--- src/rtl/xmem_stretch_cycle.sv ---
module xmem_stretch_cycle #(
  parameter int ADDR_W = 16,
  parameter int DATA_W = 8,
  parameter logic [2:0] RESET_STRETCH = 3'd1
) (
  input  logic                     clk,
  input  logic                     rst_n,
  input  logic                     cfg_we,
  input  logic [2:0]               cfg_stretch,
  input  logic                     req,
  input  logic                     rd_nwr,
  input  logic [ADDR_W-1:0]        addr,
  input  logic [DATA_W-1:0]        wdata,
  input  logic [DATA_W-1:0]        p0_in,
  output logic                     ale,
  output logic                     rd_n,
  output logic                     wr_n,
  output logic [DATA_W-1:0]        p0_out,
  output logic                     p0_oe,
  output logic [ADDR_W-DATA_W-1:0] p2_out,
  output logic [DATA_W-1:0]        rdata,
  output logic                     busy
  ,output logic                    done
);

  localparam int CW = 6;
  localparam logic [CW-1:0] STB_START = CW'(4);
  localparam logic [CW-1:0] ADDR_LAST = CW'(2);
  localparam logic [CW-1:0] ALE_END   = CW'(2);

  function automatic logic [CW-1:0] stb_clks(input logic [2:0] s);
    case (s)
      3'd0:    stb_clks = CW'(2);
      3'd1:    stb_clks = CW'(4);
      3'd2:    stb_clks = CW'(8);
      default: stb_clks = {1'b0, s, 2'b00};
    endcase
  endfunction

  logic              busy_q;
  logic [CW-1:0]     cnt;
  logic [2:0]        cfg_q, st_q;
  logic              rd_q;
  logic [ADDR_W-1:0] addr_q;
  logic [DATA_W-1:0] wd_q, rdata_q;

  wire [CW-1:0] last_cnt = {1'b0, st_q, 2'b00} + CW'(7);
  wire [CW-1:0] stb_w    = stb_clks(st_q);
  wire [CW-1:0] stb_end  = STB_START + stb_w;
  wire strobe_on = busy_q && cnt >= STB_START && cnt < stb_end;
  wire addr_ph   = busy_q && cnt <= ADDR_LAST;
  wire wdat_ph   = busy_q && !rd_q && cnt > ADDR_LAST && cnt <= stb_end;
  wire start     = !busy_q && req;

  always_ff @(posedge clk or negedge rst_n) begin
    if (!rst_n) cfg_q <= RESET_STRETCH;
    else if (cfg_we) cfg_q <= cfg_stretch;
  end

  always_ff @(posedge clk or negedge rst_n) begin
    if (!rst_n) begin
      busy_q <= 1'b0;
      cnt    <= '0;
      st_q   <= RESET_STRETCH;
      rd_q   <= 1'b0;
      addr_q <= '0;
      wd_q   <= '0;
    end else if (start) begin
      busy_q <= 1'b1;
      cnt    <= '0;
      st_q   <= cfg_q;
      rd_q   <= rd_nwr;
      addr_q <= addr;
      wd_q   <= wdata;
    end else if (busy_q) begin
      if (cnt == last_cnt) begin
        busy_q <= 1'b0;
        cnt    <= '0;
      end else begin
        cnt <= cnt + CW'(1);
      end
    end
  end

  always_ff @(posedge clk or negedge rst_n) begin
    if (!rst_n) rdata_q <= '0;
    else if (busy_q && rd_q && cnt == stb_end - CW'(1)) rdata_q <= p0_in;
  end

  assign ale    = busy_q && cnt < ALE_END;
  assign rd_n   = !(strobe_on && rd_q);
  assign wr_n   = !(strobe_on && !rd_q);
  assign p0_oe  = addr_ph || wdat_ph;
  assign p0_out = addr_ph ? addr_q[DATA_W-1:0] : wd_q;
  assign p2_out = addr_q[ADDR_W-1:DATA_W];
  assign rdata  = rdata_q;
  assign busy   = busy_q;
  assign done   = busy_q && cnt == last_cnt;

  logic [CW-1:0] chk_len;
  always_ff @(posedge clk or negedge rst_n) begin
    if (!rst_n) chk_len <= '0;
    else if (!rd_n || !wr_n) chk_len <= chk_len + CW'(1);
    else chk_len <= '0;
  end

  a_r1_strobes_exclusive: assert property (@(posedge clk) disable iff (!rst_n)
    !(!rd_n && !wr_n));
  a_r3_strobe_width: assert property (@(posedge clk) disable iff (!rst_n)
    (busy && cnt == stb_end) |-> chk_len == stb_w);
  a_r5_ale_drives_addr: assert property (@(posedge clk) disable iff (!rst_n)
    ale |-> (p0_oe && rd_n && wr_n && p0_out == addr_q[DATA_W-1:0]));
  a_r6_read_port_released: assert property (@(posedge clk) disable iff (!rst_n)
    !rd_n |-> !p0_oe);
  a_r7_write_port_driven: assert property (@(posedge clk) disable iff (!rst_n)
    !wr_n |-> (p0_oe && p0_out == wd_q));
  a_r7_write_hold: assert property (@(posedge clk) disable iff (!rst_n)
    (busy && $rose(wr_n)) |-> p0_oe);
  a_r8_done_ends: assert property (@(posedge clk) disable iff (!rst_n)
    done |=> !busy);
  a_r10_stretch_frozen: assert property (@(posedge clk) disable iff (!rst_n)
    (busy && $past(busy)) |-> $stable(st_q));
  a_r9_addr_frozen: assert property (@(posedge clk) disable iff (!rst_n)
    (busy && $past(busy)) |-> $stable(p2_out));

endmodule

--- config.mk ---
export PLATFORM = sky130hd
export DESIGN_NAME = xmem_stretch_cycle
export DESIGN_NICKNAME = d
export VERILOG_FILES = /design/src/rtl/xmem_stretch_cycle.sv
export SDC_FILE = /design/constraint.sdc
export NUM_CORES = 1
export LEC_CHECK = 0
export ABC_CLOCK_PERIOD_IN_PS = 3520
export BUFFER_PORTS_ARGS = -buffer_cell sky130_fd_sc_hd__buf_2
export CAP_MARGIN = 20
export CORE_UTILIZATION = 45
export DETAILED_ROUTE_END_ITERATION = 10
export GPL_TIMING_DRIVEN = 0
export PLACE_DENSITY = 0.71
export SYNTH_ARGS = -nofsm -noshare
export SYNTH_HDL_FRONTEND = slang
export SYNTH_SLANG_ARGS = --single-unit
--- constraint.sdc ---
create_clock -name clk -period 3.52 [get_ports clk]
set_input_delay 0.352 -clock clk [delete_from_list [all_inputs] [get_ports clk]]
set_output_delay 0.352 -clock clk [all_outputs]
set_load 0.02 [all_outputs]
==> summary.md <==
| Metric | Value |
|---|---|
| Leakage | `roughly 1.5 nW` |
| PortBufs | `69` |
| Sink Count | `46` |
| Die area | `0.005706 mm2` |
| # fillers | `430` |
| Worst Hold Path Cells | `2` |
| Final Cell Area | `slightly above 0.003 mm2` |
| Largest net degree at the start of global routing | `47` |
| Die width | `between 70 and 80 um` |
| Post-synth top area share | `45.24%` |
| Vias in the first global route | `roughly 1.7k` |
| Core outline area | `around 0.0052 mm2` |
| R2R depth | `11` |
| Gr usage total | `17.11%` |
| # diodes | `0` |
| Max_cap viols | `0` |
| Post-DP HPWL | `3.338 mm` |
| DR pass1 iterations | `4` |
| Crit path required time | `around 3.2 ns` |
| Slew HR | `roughly 58%` |
| Synth Flop Type | `dfrtp_1` |
| #FFs+latches synth | `between 40 and 50` |
| Root Driver | `clkbuf_8` |
| Clock transition at path regs | `0.09 ns` |
| Largest cells by area after synthesis | `dfrtp_1 (45%), mux2_2 (21%), ha_1 (6.2%)` |
| EDFF count, synth | `0` |
| Hold Crit Endpoint | `rdata[5]` |
| Post-route insts no fill | `between 300 and 400` |
| Critical Path AT | `~3.0 ns` |
| Die Ht | `between 70 and 80 um` |
| Pwr dens | `1065 mW/mm2` |
| Worst R2R End | `rdata[3]` |
| Final Hold Fails | `0` |
| Critical Path End Type | `primary output` |
| Reg-to-Reg Start | `st_q[0]` |
| Routed wire length | `about 4.5 mm` |
| Synthesis-to-finish area growth | `25.55%` |
| HP Start | `p0_in[5]` |
| Total power | `3.254 mW` |
| Initial Util | `47.05%` |
| Worst Hold Class | `in2reg` |
| RD Place Congestion | `0.8321` |
| Iteration-0 DRC Markers | `between 60 and 70` |
| Number of buffers created by CTS | `5` |
| Worst slew pin tran | `about 0.63 ns` |
| Max IR drop VDD | `between 500 and 600 uV` |
| Util after Layout | `59.07%` |
| Synth cell types | `38` |
| Global-route wire length before repair | `7.217 mm` |
| Drt wl/cell | `approximately 13 um` |
| H-tree Lvls | `2` |
| Fraction of layout cells with a size suffix above 1 | `a little over half` |
| Residual DRC | `0` |
| Tcrit/Tclk final | `94.11%` |
| CP Class | `reg2out` |
| CP Launch Type | `flip-flop` |
| Via density | `approximately 5.0` |
| # nets final | `330` |
| Tmin final | `between 3 and 4 ns` |
| Worst hold slack | `0.2743 ns` |
| Synth async-reset ratio | `100.0%` |
| Antenna viol nets, final | `0` |
| Clk buf depth | `2` |
| Worst skew pair latency | `0.30 ns` |
| Row count | `26` |
| Fraction of the yosys area taken by sequential cells | `a little under half` |
| CP max FO | `5` |
| Yosys warns | `0` |
| Fmax | `between 0.3 and 0.4 GHz` |
| Mapped Area | `roughly 0.0024 mm2` |
| Clock skew | `roughly 0.011 ns` |
| Net Count, Synth | `250` |
| Status | `finished clean` |
| Dpl cell area | `0.002867 mm2` |
| Setup slack, reg-to-reg | `just over 0.8 ns` |
| Antenna violations before repair | `0` |
| Post-Syn Instances | `198` |
| Final setup viols | `0` |
| Cell count after placement | `~340` |
| Synth area leader | `dfrtp_1` |
| Vias | `between 1.5k and 2k` |
| Grt ovf | `0` |
| Syn avg cell area | `12.29 um2` |
| TritonCTS clock tree | `done` |
| Boundary pin count | `70` |
| Max-slew violations | `0` |
==> cell usage after synthesis (2+ instances only) <==
cell type,count
inv_1,10
xnor2_1,7
nand3_1,4
ha_1,12
nand2_1,7
nor2b_1,2
a22o_1,2
o21ai_0,11
buf_2,3
clkbuf_1,3
nand2b_1,2
nor2_1,6
or3_1,2
buf_4,8
dfstp_2,2
xor2_1,4
mux2_2,46
and3_1,4
dfrtp_1,44
==> worst max-delay path, stage by stage, from the launching register on <==
cell and delay [ns]:
dfrtp_1 0.44, inv_1 0.12, ha_2 0.21, nor2_1 0.05
o21ai_1 0.15, o21ai_2 0.11, ha_1 0.30, nor2b_1 0.14
o21ai_0 0.14, a221oi_1 0.11, a311o_1 0.36, or3_1 0.36
buf_2 0.17
==> sequential cells by signal (all words and copies together), names as in the netlist <==
| signal | flops |
|---|---|
| cnt | 6 |
| addr_q | 16 |
| rdata | 8 |
| busy | 1 |
| rd_q | 1 |
| wd_q | 8 |
| cfg_q | 3 |
| st_q | 3 |
==> cell usage in the layout, fill, tap and decap left out, types with 2 or more instances in the layout <==
cell type and instances:
buf_4 10, nand2_1 7, clkbuf_8 5, ha_1 11, nor2_1 6, and3_1 4, nand2b_1 2, xor2_1 4
a22o_1 2, nor2b_1 2, xnor2_1 7, or3_1 2, inv_1 10, dfstp_2 2, nand3_1 4, buf_2 72
o21ai_0 9, dfrtp_1 44, mux2_2 46, clkbuf_1 3, bufinv_16 2
==> kinds of logic (layout without fill, tap and decap cells) <==
logic type	after synthesis	count (layout)	share of synthesized area, %
buffers and inverters	25	106	5.553
AND/OR/NAND/NOR	34	34	7.815
flip-flops	46	46	47.40
adder cells (fa/ha/maj)	12	12	6.170
AO/OA/AOI/OAI	22	22	6.479
multiplexers	46	46	21.29
XOR/XNOR	13	13	5.296
==> repair_timing <==
action                                 4_1_cts  5_1_grt
setup buffers                                0        2
resized for setup                            2        2
pin swaps                                    0        0
endpoints found under the hold margin        0        9
setup endpoints to repair                    2        2
hold buffers                                 0        1
==> stage by stage <==
step | setup TNS, ns | setup slack [ns]
after floorplan | 0 | 0.5596
after global placement | 0 | 0.3450
after detailed placement | 0 | 0.2981
after CTS | 0 | 0.07950
after global routing | -0.005055 | -0.005055
final | 0 | 0.2072
==> cell type report <==
type,instances,area (um2),area share (%)
flip-flops and latches,46,1154,37.76
multi-input cells,127,1151,37.67
repair buffers,73,390.4,12.78
plain buffers,15,97.59,3.194
well taps,70,87.58,2.867
clock buffers,5,68.82,2.252
clock inverters,3,68.82,2.252
inverters,10,37.54,1.229
==> layer usage <==
metal / up-vias / GRT usage (%) / part of all wire [%]
met5: - / 0 / 0
met4: 0 / 5.556 / 0.89
met3: 6 / 5.423 / 4.7
met2: 42 / 28.77 / 49
met1: 834 / 21.03 / 45
li1: 847 / - / -
==> power breakdown <==
group / internal, mW / leakage [nW] / switching [mW]
Combinational: 0.877 / 0.846 / 1.01
Sequential: 0.778 / 0.546 / 0.130
Clock: 0.284 / 0.0683 / 0.178
Total: 1.94 / 1.46 / 1.31
==> worst max path at each step <==
stage                     slack [ns]  endpoint  cells past startpoint    start
after floorplan                 0.56      rd_n                     11  st_q[0]
after global placement          0.35      rd_n                     12  st_q[0]
after detailed placement        0.30      wr_n                     12  st_q[0]
after CTS                       0.08      wr_n                     12  st_q[0]
after global routing          -0.005      wr_n                     12  st_q[1]
final                           0.21      wr_n                     12  st_q[1]
No activity file was read; power rests on OpenSTA's default activity.
